$ cat config.mk
export PLATFORM = sky130hd
export DESIGN_NAME = coh_directory
export DESIGN_NICKNAME = d
export VERILOG_FILES = /design/src/rtl/coh_dir_pkg.sv /design/src/rtl/coh_dir_ctrl.sv /design/src/rtl/coh_dir_datapath.sv /design/src/rtl/coh_directory.sv
export SDC_FILE = /design/constraint.sdc
export NUM_CORES = 2
export LEC_CHECK = 0
export ABC_AREA = 0
export BUFFER_PORTS_ARGS = -buffer_cell sky130_fd_sc_hd__buf_2
export CORE_MARGIN = 3
export CORE_UTILIZATION = 45
export CTS_CLUSTER_DIAMETER = 30
export DETAILED_ROUTE_END_ITERATION = 8
export PLACE_DENSITY = 0.61
export RECOVER_POWER = 50
export SYNTH_ARGS = -nofsm -noshare
export SYNTH_HDL_FRONTEND = slang
export SYNTH_SLANG_ARGS = --single-unit
$ cat constraint.sdc
create_clock -name clk -period 11.04 [get_ports clk]
set_input_delay 0.552 -clock clk [delete_from_list [all_inputs] [get_ports clk]]
set_output_delay 0.552 -clock clk [all_outputs]
set_load 0.1 [all_outputs]
$ cat src/rtl/coh_dir_pkg.sv
package coh_dir_pkg;

  typedef enum logic [1:0] {
    MSG_NONE  = 2'd0,
    MSG_REPLY = 2'd1,
    MSG_FWD   = 2'd2,
    MSG_INVAL = 2'd3
  } msg_e;

  typedef enum logic [1:0] {
    REQ_READ   = 2'd0,
    REQ_READEX = 2'd1,
    REQ_WBACK  = 2'd2,
    REQ_RSVD   = 2'd3
  } req_e;

  // how the datapath forms the next presence vector
  typedef enum logic [1:0] {
    VEC_KEEP  = 2'd0,
    VEC_ADD   = 2'd1,
    VEC_SOLE  = 2'd2,
    VEC_CLEAR = 2'd3
  } vecOp_e;

  // which mask the datapath sends out as destination
  typedef enum logic [1:0] {
    DST_NONE   = 2'd0,
    DST_REQ    = 2'd1,
    DST_OWNER  = 2'd2,
    DST_OTHERS = 2'd3
  } dstSel_e;

  typedef struct packed {
    logic    isDirty;
    logic    isEmpty;
    logic    reqIsSole;
    logic    othersSet;
  } entryStat_s;

  typedef struct packed {
    logic    wrEn;
    logic    outEn;
    logic    setHold;
    logic    nextDirty;
    msg_e    msg;
    vecOp_e  vecOp;
    dstSel_e dstSel;
  } dirCtrl_s;

endpackage

$ cat src/rtl/coh_dir_ctrl.sv
module coh_dir_ctrl
  import coh_dir_pkg::*;
(
  input  logic       reqValid,
  input  logic [1:0] reqType,
  input  logic       snoopHit,
  input  entryStat_s stat,
  output dirCtrl_s   ctrl
);

  req_e kind;
  assign kind = req_e'(reqType);

  always_comb begin
    ctrl = '{wrEn: 1'b0, outEn: 1'b0, setHold: 1'b0, nextDirty: stat.isDirty,
             msg: MSG_NONE, vecOp: VEC_KEEP, dstSel: DST_NONE};
    if (reqValid) begin
      unique case (kind)
        REQ_READ: begin
          ctrl.outEn = 1'b1;
          if (!snoopHit) begin
            ctrl.wrEn      = 1'b1;
            ctrl.vecOp     = VEC_ADD;
            ctrl.nextDirty = 1'b0;
            if (stat.isDirty) begin
              ctrl.msg     = MSG_FWD;
              ctrl.dstSel  = DST_OWNER;
              ctrl.setHold = 1'b1;
            end else begin
              ctrl.msg    = MSG_REPLY;
              ctrl.dstSel = DST_REQ;
            end
          end
        end
        REQ_READEX: begin
          ctrl.outEn     = 1'b1;
          ctrl.wrEn      = 1'b1;
          ctrl.vecOp     = VEC_SOLE;
          ctrl.nextDirty = 1'b1;
          if (stat.isDirty && !stat.reqIsSole) begin
            ctrl.msg     = MSG_FWD;
            ctrl.dstSel  = DST_OWNER;
            ctrl.setHold = 1'b1;
          end else if (!stat.isDirty && stat.othersSet) begin
            ctrl.msg     = MSG_INVAL;
            ctrl.dstSel  = DST_OTHERS;
            ctrl.setHold = 1'b1;
          end else begin
            ctrl.msg    = MSG_REPLY;
            ctrl.dstSel = DST_REQ;
          end
        end
        REQ_WBACK: begin
          ctrl.outEn     = 1'b1;
          ctrl.wrEn      = 1'b1;
          ctrl.vecOp     = VEC_CLEAR;
          ctrl.nextDirty = 1'b0;
        end
        default: ;
      endcase
    end
  end

endmodule

$ cat src/rtl/coh_dir_datapath.sv
module coh_dir_datapath
  import coh_dir_pkg::*;
#(
  parameter int NCLUST = 16,
  parameter int LINES  = 64,
  parameter int NPROC  = 4,
  localparam int ADDR_W = $clog2(LINES),
  localparam int CID_W  = $clog2(NCLUST),
  localparam int PID_W  = $clog2(NPROC)
) (
  input  logic              clk,
  input  logic              rstN,
  input  logic [ADDR_W-1:0] reqAddr,
  input  logic [CID_W-1:0]  reqCluster,
  input  logic [PID_W-1:0]  reqProc,
  input  logic              replyDone,
  input  logic [PID_W-1:0]  replyProc,
  input  dirCtrl_s          ctrl,
  output entryStat_s        stat,
  output logic              rspValid,
  output logic [1:0]        rspMsg,
  output logic [NCLUST-1:0] rspDest,
  output logic [NCLUST:0]   rspEntry,
  output logic              retry,
  output logic [NPROC-1:0]  holdMask
);

  logic [NCLUST-1:0] vecMem [LINES];
  logic              dirtyMem [LINES];

  logic [NCLUST-1:0] reqBit, curVec, otherVec, nextVec, destVal;
  logic              curDirty;

  assign reqBit   = NCLUST'(1) << reqCluster;
  assign curVec   = vecMem[reqAddr];
  assign curDirty = dirtyMem[reqAddr];
  assign otherVec = curVec & ~reqBit;

  assign stat.isDirty   = curDirty;
  assign stat.isEmpty   = (curVec == '0);
  assign stat.reqIsSole = (curVec == reqBit);
  assign stat.othersSet = (otherVec != '0);

  always_comb begin
    unique case (ctrl.vecOp)
      VEC_ADD:   nextVec = curVec | reqBit;
      VEC_SOLE:  nextVec = reqBit;
      VEC_CLEAR: nextVec = '0;
      default:   nextVec = curVec;
    endcase
    unique case (ctrl.dstSel)
      DST_REQ:    destVal = reqBit;
      DST_OWNER:  destVal = curVec;
      DST_OTHERS: destVal = otherVec;
      default:    destVal = '0;
    endcase
  end

  // entry storage, written in the lookup cycle
  always_ff @(posedge clk) begin
    if (!rstN) begin
      for (int i = 0; i < LINES; i++) begin
        vecMem[i]   <= '0;
        dirtyMem[i] <= 1'b0;
      end
    end else if (ctrl.wrEn) begin
      vecMem[reqAddr]   <= nextVec;
      dirtyMem[reqAddr] <= ctrl.nextDirty;
    end
  end

  // response registers
  always_ff @(posedge clk) begin
    if (!rstN) begin
      rspValid <= 1'b0;
      retry    <= 1'b0;
      rspMsg   <= MSG_NONE;
      rspDest  <= '0;
      rspEntry <= '0;
    end else begin
      rspValid <= ctrl.outEn;
      retry    <= ctrl.outEn && ctrl.setHold;
      if (ctrl.outEn) begin
        rspMsg   <= ctrl.msg;
        rspDest  <= destVal;
        rspEntry <= {ctrl.nextDirty, nextVec};
      end
    end
  end

  // hold mask: per-processor set/clear, set has priority
  logic [NPROC-1:0] setVec, clrVec;
  for (genvar p = 0; p < NPROC; p++) begin : g_hold
    assign setVec[p] = ctrl.outEn && ctrl.setHold && (reqProc == PID_W'(p));
    assign clrVec[p] = replyDone && (replyProc == PID_W'(p));
  end

  always_ff @(posedge clk) begin
    if (!rstN) holdMask <= '0;
    else       holdMask <= (holdMask & ~clrVec) | setVec;
  end

endmodule

$ cat src/rtl/coh_directory.sv
module coh_directory
  import coh_dir_pkg::*;
#(
  parameter int NCLUST = 16,
  parameter int LINES  = 64,
  parameter int NPROC  = 4,
  localparam int ADDR_W = $clog2(LINES),
  localparam int CID_W  = $clog2(NCLUST),
  localparam int PID_W  = $clog2(NPROC)
) (
  input  logic              clk,
  input  logic              rstN,
  input  logic              reqValid,
  input  logic [1:0]        reqType,
  input  logic [ADDR_W-1:0] reqAddr,
  input  logic [CID_W-1:0]  reqCluster,
  input  logic [PID_W-1:0]  reqProc,
  input  logic              snoopHit,
  input  logic              replyDone,
  input  logic [PID_W-1:0]  replyProc,
  output logic              rspValid,
  output logic [1:0]        rspMsg,
  output logic [NCLUST-1:0] rspDest,
  output logic [NCLUST:0]   rspEntry,
  output logic              retry,
  output logic [NPROC-1:0]  holdMask
);

  entryStat_s stat;
  dirCtrl_s   ctrl;

  coh_dir_ctrl u_ctrl (
    .reqValid (reqValid),
    .reqType  (reqType),
    .snoopHit (snoopHit),
    .stat     (stat),
    .ctrl     (ctrl)
  );

  coh_dir_datapath #(.NCLUST(NCLUST), .LINES(LINES), .NPROC(NPROC)) u_dp (
    .clk        (clk),
    .rstN       (rstN),
    .reqAddr    (reqAddr),
    .reqCluster (reqCluster),
    .reqProc    (reqProc),
    .replyDone  (replyDone),
    .replyProc  (replyProc),
    .ctrl       (ctrl),
    .stat       (stat),
    .rspValid   (rspValid),
    .rspMsg     (rspMsg),
    .rspDest    (rspDest),
    .rspEntry   (rspEntry),
    .retry      (retry),
    .holdMask   (holdMask)
  );

endmodule

==> After elaboration in Yosys (flattened, before gate mapping) <==
Memory sizes are Yosys's and may differ from the RTL's.
Index checks and enable logic that the tools add are counted.
{ "totals": {"rom_bits": 0, "out_inout_bits": 41, "memories": 2, "register_bits": 41, "input_bits": 21, "ramBits": 1088, "word_cells": 77, "latch_bits": 0} }
{ "classes": {"mux": 27, "n_div": 0, "reduce_logical": 20, "add_sub_neg": 0, "magnitude_cmp": 0, "multipliers": 0, "eq_ne": 15, "shift": 1, "bitwise_logic": 6} }
{ "memory_table": {"columns": ["memory", "words", "width", "read_ports", "rd_ports_with_merged_regs", "write_ports", "line_no", "rtl"], "rows": [
  ["u_dp.vecMem", 64, 16, 1, 0, 64, "coh_dir_datapath.sv:28", "logic [NCLUST-1:0] vecMem [LINES];"],
  ["u_dp.dirtyMem", 64, 1, 1, 0, 64, "coh_dir_datapath.sv:29", "logic dirtyMem [LINES];"]
]} }
{ "op_table": {"columns": ["operator", "count"], "rows": [
  ["$pmux 16 s3", 2],
  ["$eq 2x2->1 const B", 9],
  ["$and 16x16->16", 1],
  ["$eq 16x16->1", 1],
  ["$mux 16", 1],
  ["$not 16->16", 1],
  ["$or 16x16->16", 1],
  ["$reduce_bool 16->1", 1],
  ["$reduce_or 16->1", 1],
  ["$shl 1x4->16 const A", 1],
  ["$mux 6", 2],
  ["$pmux 2 s2", 3],
  ["$logic_and 1x1->1", 11],
  ["$mux 1", 11],
  ["$eq 2x1->1 const B", 5],
  ["$mux 10", 1],
  ["$mux 8", 1],
  ["$logic_not 2->1", 3],
  ["$mux 2", 3],
  ["$pmux 2 s3", 1],
  ["$and 4x4->4", 1],
  ["$not 4->4", 1],
  ["$or 4x4->4", 1],
  ["$pmux 1 s3", 1],
  ["4 further kinds", 5]
]} }

==> Logic depth before layout (Yosys ltp) <==
{ "logic_depth": {"ltp_word": 14, "depth_mapped": 23, "depth_no_buf": 14} }

==> By module <==
Synthesis repeated with hierarchy kept, for this count alone.
{ "hier_totals": {"cells_unflattened": 4048, "area_unflattened_um2": 49252.2} }
{ "by_module_without_submodules": {"columns": ["module", "area_per_inst_um2", "seq_area_each_um2", "instances", "cells_per_inst"], "rows": [
  ["coh_dir_datapath", 49050.8, 32851.5, 1, 4021],
  ["coh_dir_ctrl", 201.4, 0.0, 1, 27]
]} }

==> Worst setup path before layout <==
OpenSTA, ideal clock, no wires.
{ "synth_timing": {"kind": "input-to-reg", "start": "in reqAddr[2]", "end": "reg u_dp.rspDest[1]", "t_required_ps": 10899, "slack_ps": 6774, "setup_ps": 141, "path_buffers": 6, "path_stages": 19, "t_arrival_ps": 4125, "cell_sequence": "buf_6 buf_6 buf_6 and3_1 buf_2 buf_6 a22o_1 a221oi_1 and3_1 o22ai_1 or4_4 inv_1 ha_1 nor4_1 nand4_1 a32o_1 buf_2 a222oi_1 o221ai_1"} }
{ "synth_between": {"elab_chain_cells": 10, "elab_cells_between_ends": 19, "classes_between": "eq/ne: 4; mux: 7; bitwise: 1; reduce/logical: 5; memory: 2"} }
{ "synth_rtl": {"columns": ["element", "line_no", "rtl"], "rows": [
  ["start: declaration", "coh_directory.sv:15", "input logic [ADDR_W-1:0] reqAddr,"],
  ["$mem_v2 64x16", null, null],
  ["$and 16x16->16", "coh_dir_datapath.sv:37", "assign otherVec = curVec & ~reqBit;"],
  ["$reduce_bool 16->1", "coh_dir_datapath.sv:42", "assign stat.othersSet = (otherVec != '0);"],
  ["$logic_and 1x1->1", "coh_dir_ctrl.sv:44", "end else if (!stat.isDirty && stat.othersSet) begin"],
  ["$mux 2", "coh_dir_ctrl.sv:44", null],
  ["$mux 2", "coh_dir_ctrl.sv:40", "if (stat.isDirty && !stat.reqIsSole) begin"],
  ["$pmux 2 s2", "coh_dir_ctrl.sv:18", "unique case (kind)"],
  ["$mux 10", "coh_dir_ctrl.sv:17", "if (reqValid) begin"],
  ["$eq 2x2->1 / $eq 2x1->1 (equally long branches)", "coh_dir_datapath.sv:51", "unique case (ctrl.dstSel)"],
  ["$pmux 16 s3 (*)", "coh_dir_datapath.sv:51", null],
  ["end signal: assignment", "coh_dir_datapath.sv:85", "rspDest <= destVal;"],
  ["end: declaration", "coh_dir_datapath.sv:22", "output logic [NCLUST-1:0] rspDest,"]
]} }
Mark *: on every way between the ends. The rest lies on a longest branch, timed or not.
A chain may end at the register's enable or synchronous reset.

==> Worst setup path in the final report <==
{ "layout_timing": {"start": "in reqAddr[2]", "end": "reg u_dp.holdMask[0]"} }
{ "layout_between": {"elab_chain_cells": 11, "elab_cells_between_ends": 18, "classes_between": "eq/ne: 1; mux: 6; bitwise: 2; reduce/logical: 7; memory: 2"} }
{ "layout_rtl": {"columns": ["element", "line_no", "rtl"], "rows": [
  ["$mem_v2 64x16", null, null],
  ["$and 16x16->16", "coh_dir_datapath.sv:37", null],
  ["$reduce_bool 16->1", "coh_dir_datapath.sv:42", null],
  ["$logic_and 1x1->1", "coh_dir_ctrl.sv:44", null],
  ["$mux 1", "coh_dir_ctrl.sv:44", null],
  ["$mux 1", "coh_dir_ctrl.sv:40", null],
  ["$pmux 1 s2 (*)", "coh_dir_ctrl.sv:18", null],
  ["$mux 10 (*)", "coh_dir_ctrl.sv:17", null],
  ["$logic_and 1x1->1 (*) (2 in a row)", "coh_dir_datapath.sv:94", "assign setVec[p] = ctrl.outEn && ctrl.setHold && (reqProc == PID_W'(p));"],
  ["$or 4x4->4 (*)", "coh_dir_datapath.sv:100", "else holdMask <= (holdMask & ~clrVec) | setVec;"],
  ["end signal: assignment", "coh_dir_datapath.sv:100", null],
  ["end: declaration", "coh_dir_datapath.sv:25", "output logic [NPROC-1:0] holdMask"]
]} }
Marks and branches as above.

==> flow_summary.ini <==
[worst_setup_path]
path_buf_inv = 6
start_kind = primary input
end_kind = flip-flop
slowest_stage = clkbuf_1
critPathArrivalTime_ns = 8.92
cp_data_required_time_ns = 11.69
crit_chain = clkbuf_1, inv_1, nor2_1, buf_12, clkbuf_1, a221oi_1, a31oi_1, a21oi_1, nand3_1, inv_1, ha_1, nor4_1, nand4_1, nand3_1, a31o_2, o31ai_1, dlygate4sd3_1
path_class = primary input to flip-flop
cp_top_family = buffers and inverters
cp_max_fo = 95
critical-path-max-stage-delay_ns = 1.78

[layout]
fin_util_pct = 52.73
layout_commonest_cell = nor2_1
final_cells = 5464
finalNetCount = 3948
final_cell_mix = nor2_1 (1057), edfxtp_1 (1024), a22oi_1 (318)
syn_to_final_growth_pct = 15.42
drive_above_1_share_pct = 11.67

[status]
violations = capacitance limit, slew limit
outcome = finished, violations left

[routing]
num_vias = 34320
dr.pass1.iters = 6
drc_errors = 0
ant_nets = 0
wirelength_um = 160100
wl_per_cell_um = 29.30
viasPerCell = 6.281
detail_route.iter0.violations = 4428

[timing]
fmax_ghz = 0.1210
report.final.slew_viol_count = 127
fin_setup_tns_ns = 0
min_period_over_period_pct = 74.88
whs_ns = 0.03806
setup_viol = 0
min_period_ns = 8.267
layout_setup_ws_ns = 2.773
skew_ns = 0.04045
tightest_slew_ns = 2.429
slew_headroom_pct = -61.90
rsz0062_at_grt = false
hold_viol_final = 0

[die]
die_h_um = 334.3
io_pins = 62
floorplan.die.width_um = 334.3
die-area_sq_um = 111700
row_count = 119
start_util_pct = 45.68
coreArea_sq_um = 106200

[synth]
syn_area_sq_um = 48500
yosys_warnings = 0
synth_area_per_cell_sq_um = 12.39
ys_seq_area_share_pct = 67.74
synth_nets = 3969
synth-seq-cells = 1129
yosys.area.top_type = edfxtp_1
synth-main-ff-cell = edfxtp_1
synth.area.top_cells = edfxtp_1 (63%), nor2_1 (8.2%), a22oi_1 (5.0%), dfxtp_1 (4.3%), buf_6 (2.0%)
synthArstFlopShare_pct = 0
synth-edff-count = 1024
netlist.area_leader.share_pct = 63.41
netlist_instances = 3913
yosysUniqueCellTypes = 62

[global_routing]
grt.total_usage_pct = 28.15
antenna_found_initial = 1
grt_pass1_wl_um = 231500
grt_max_degree = 111
grt_overflow_total = 0
grt_pass1_vias = 33620

[power_and_ir_drop]
swShare_pct = 24.43
switching_power_mw = 2.954
p_seq_share_pct = 40.0
vdd_drop_max_uv = 161.0
combPwrFrac_pct = 6.9
power.share.clock_pct = 53.0
leakage_nw = 18.76
cell_internal_pwr_mw = 9.140
cellPowerDensity_nw_per_um2 = 216.1

[clock_network]
clk_pin_slew_ns = 0.05
cts_resized = 0
cts_buffers = 208
clk_latency_ns = 0.80
cts_setup_buffers = 0
root_buffer = clkbuf_16
clk_path_buf_depth = 3
numClockSinks = 1129
htreeDepth = 4
cts_tree = done

[placement]
dp.cells = 5071
place.gp.congestion = 0.9065
place_ws_ns = 4.866
io_buffers = 61
dp_hpwl_um = 90990

[worst_hold_path]
hold_class = primary input to flip-flop

[flow_run]
maxCapViolCount = 4
==> metal layers <==
metal  global-route usage (%)  part of all wire, %  routed length [um]
met1                    37.61                   39               62240
met2                    44.09                   46               74070
met3                    6.983                   11               17710
met4                    11.76                  3.8                6036
met5                        0               0.0069                  11
==> final cells by class <==
type | count | area (sq um)
Clock inverter | 152 | 1683
Tap cell | 1391 | 1740
Multi-Input combinational cell | 2362 | 13200
Antenna cell | 2 | 5.005
Clock buffer | 237 | 5439
Fill cell | 8940 | 50190
Sequential cell | 1129 | 32850
Inverter | 48 | 180.2
Timing Repair Buffer | 143 | 874.6
==> synth_stat cells (all sizes together) (19+ instances only) <==
master,count
nor2,1058
edfxtp,1024
a22oi,335
buf,240
nand2,185
clkbuf,134
dfxtp,105
a22o,102
a221oi,94
nand3,91
o21ai,74
a31oi,54
inv,47
nand4,39
and3,38
ha,35
a21oi,25
o31ai,23
o22ai,20
mux2i,19
==> state kept, by name (all words and copies together), names as in the netlist <==
register,cells
u_dp.rspDest,16
u_dp.holdMask,4
u_dp.rspMsg,2
u_dp.rspValid,1
u_dp.rspEntry,17
u_dp.dirtyMem,64
u_dp.retry,1
u_dp.vecMem,1024
==> worst paths after layout <==
| kind | slack, ns | cells past startpoint | startpoint | end |
|---|---|---|---|---|
| max | 2.77 | 17 | reqAddr[2] | u_dp.holdMask[0] |
| min reg2reg | 0.47 | 2 | u_dp.rspDest[3] | u_dp.rspDest[3] |
| min | 0.04 | 2 | reqProc[0] | u_dp.holdMask[2] |
| max reg2reg | 6.11 | 13 | u_dp.vecMem[33][2] | u_dp.holdMask[0] |
==> power by group through the flow <==
stage	Sequential (mW)	Combinational (mW)	Clock (mW)
6_report	4.84	0.837	6.41
2_1_floorplan	4.95	0.522	0
3_3_place_gp	4.92	0.820	0
4_1_cts	4.84	0.824	6.44
5_1_grt	4.85	0.868	6.64
3_5_place_dp	4.92	0.822	0
==> per-stage QoR <==
| stage | power [mW] | area, sq um |
|---|---|---|
| floorplan | 5.475 | 48500 |
| global placement | 5.737 | 48970 |
| detailed placement | 5.743 | 48970 |
| CTS | 12.10 | 56110 |
| global route | 12.36 | 55970 |
| finish | 12.09 | 55970 |
==> kinds of logic (layout without fill, tap and decap cells) <==
logic type | after synthesis | after routing | share of synthesized area, %
simple gates | 1489 | 1489 | 12.72
mux | 22 | 22 | 0.5083
other cells | 0 | 2 | 0
buf+inv | 422 | 580 | 5.157
fa+ha+maj | 35 | 35 | 0.9030
compound gates | 816 | 816 | 12.97
flops | 1129 | 1129 | 67.74
==> what timing repair did <==
item	in CTS	in global routing
endpoints found under the hold margin	2	0
hold buffers	2	0
setup endpoints to repair	0	0
(Power assumes the default switching activity.)
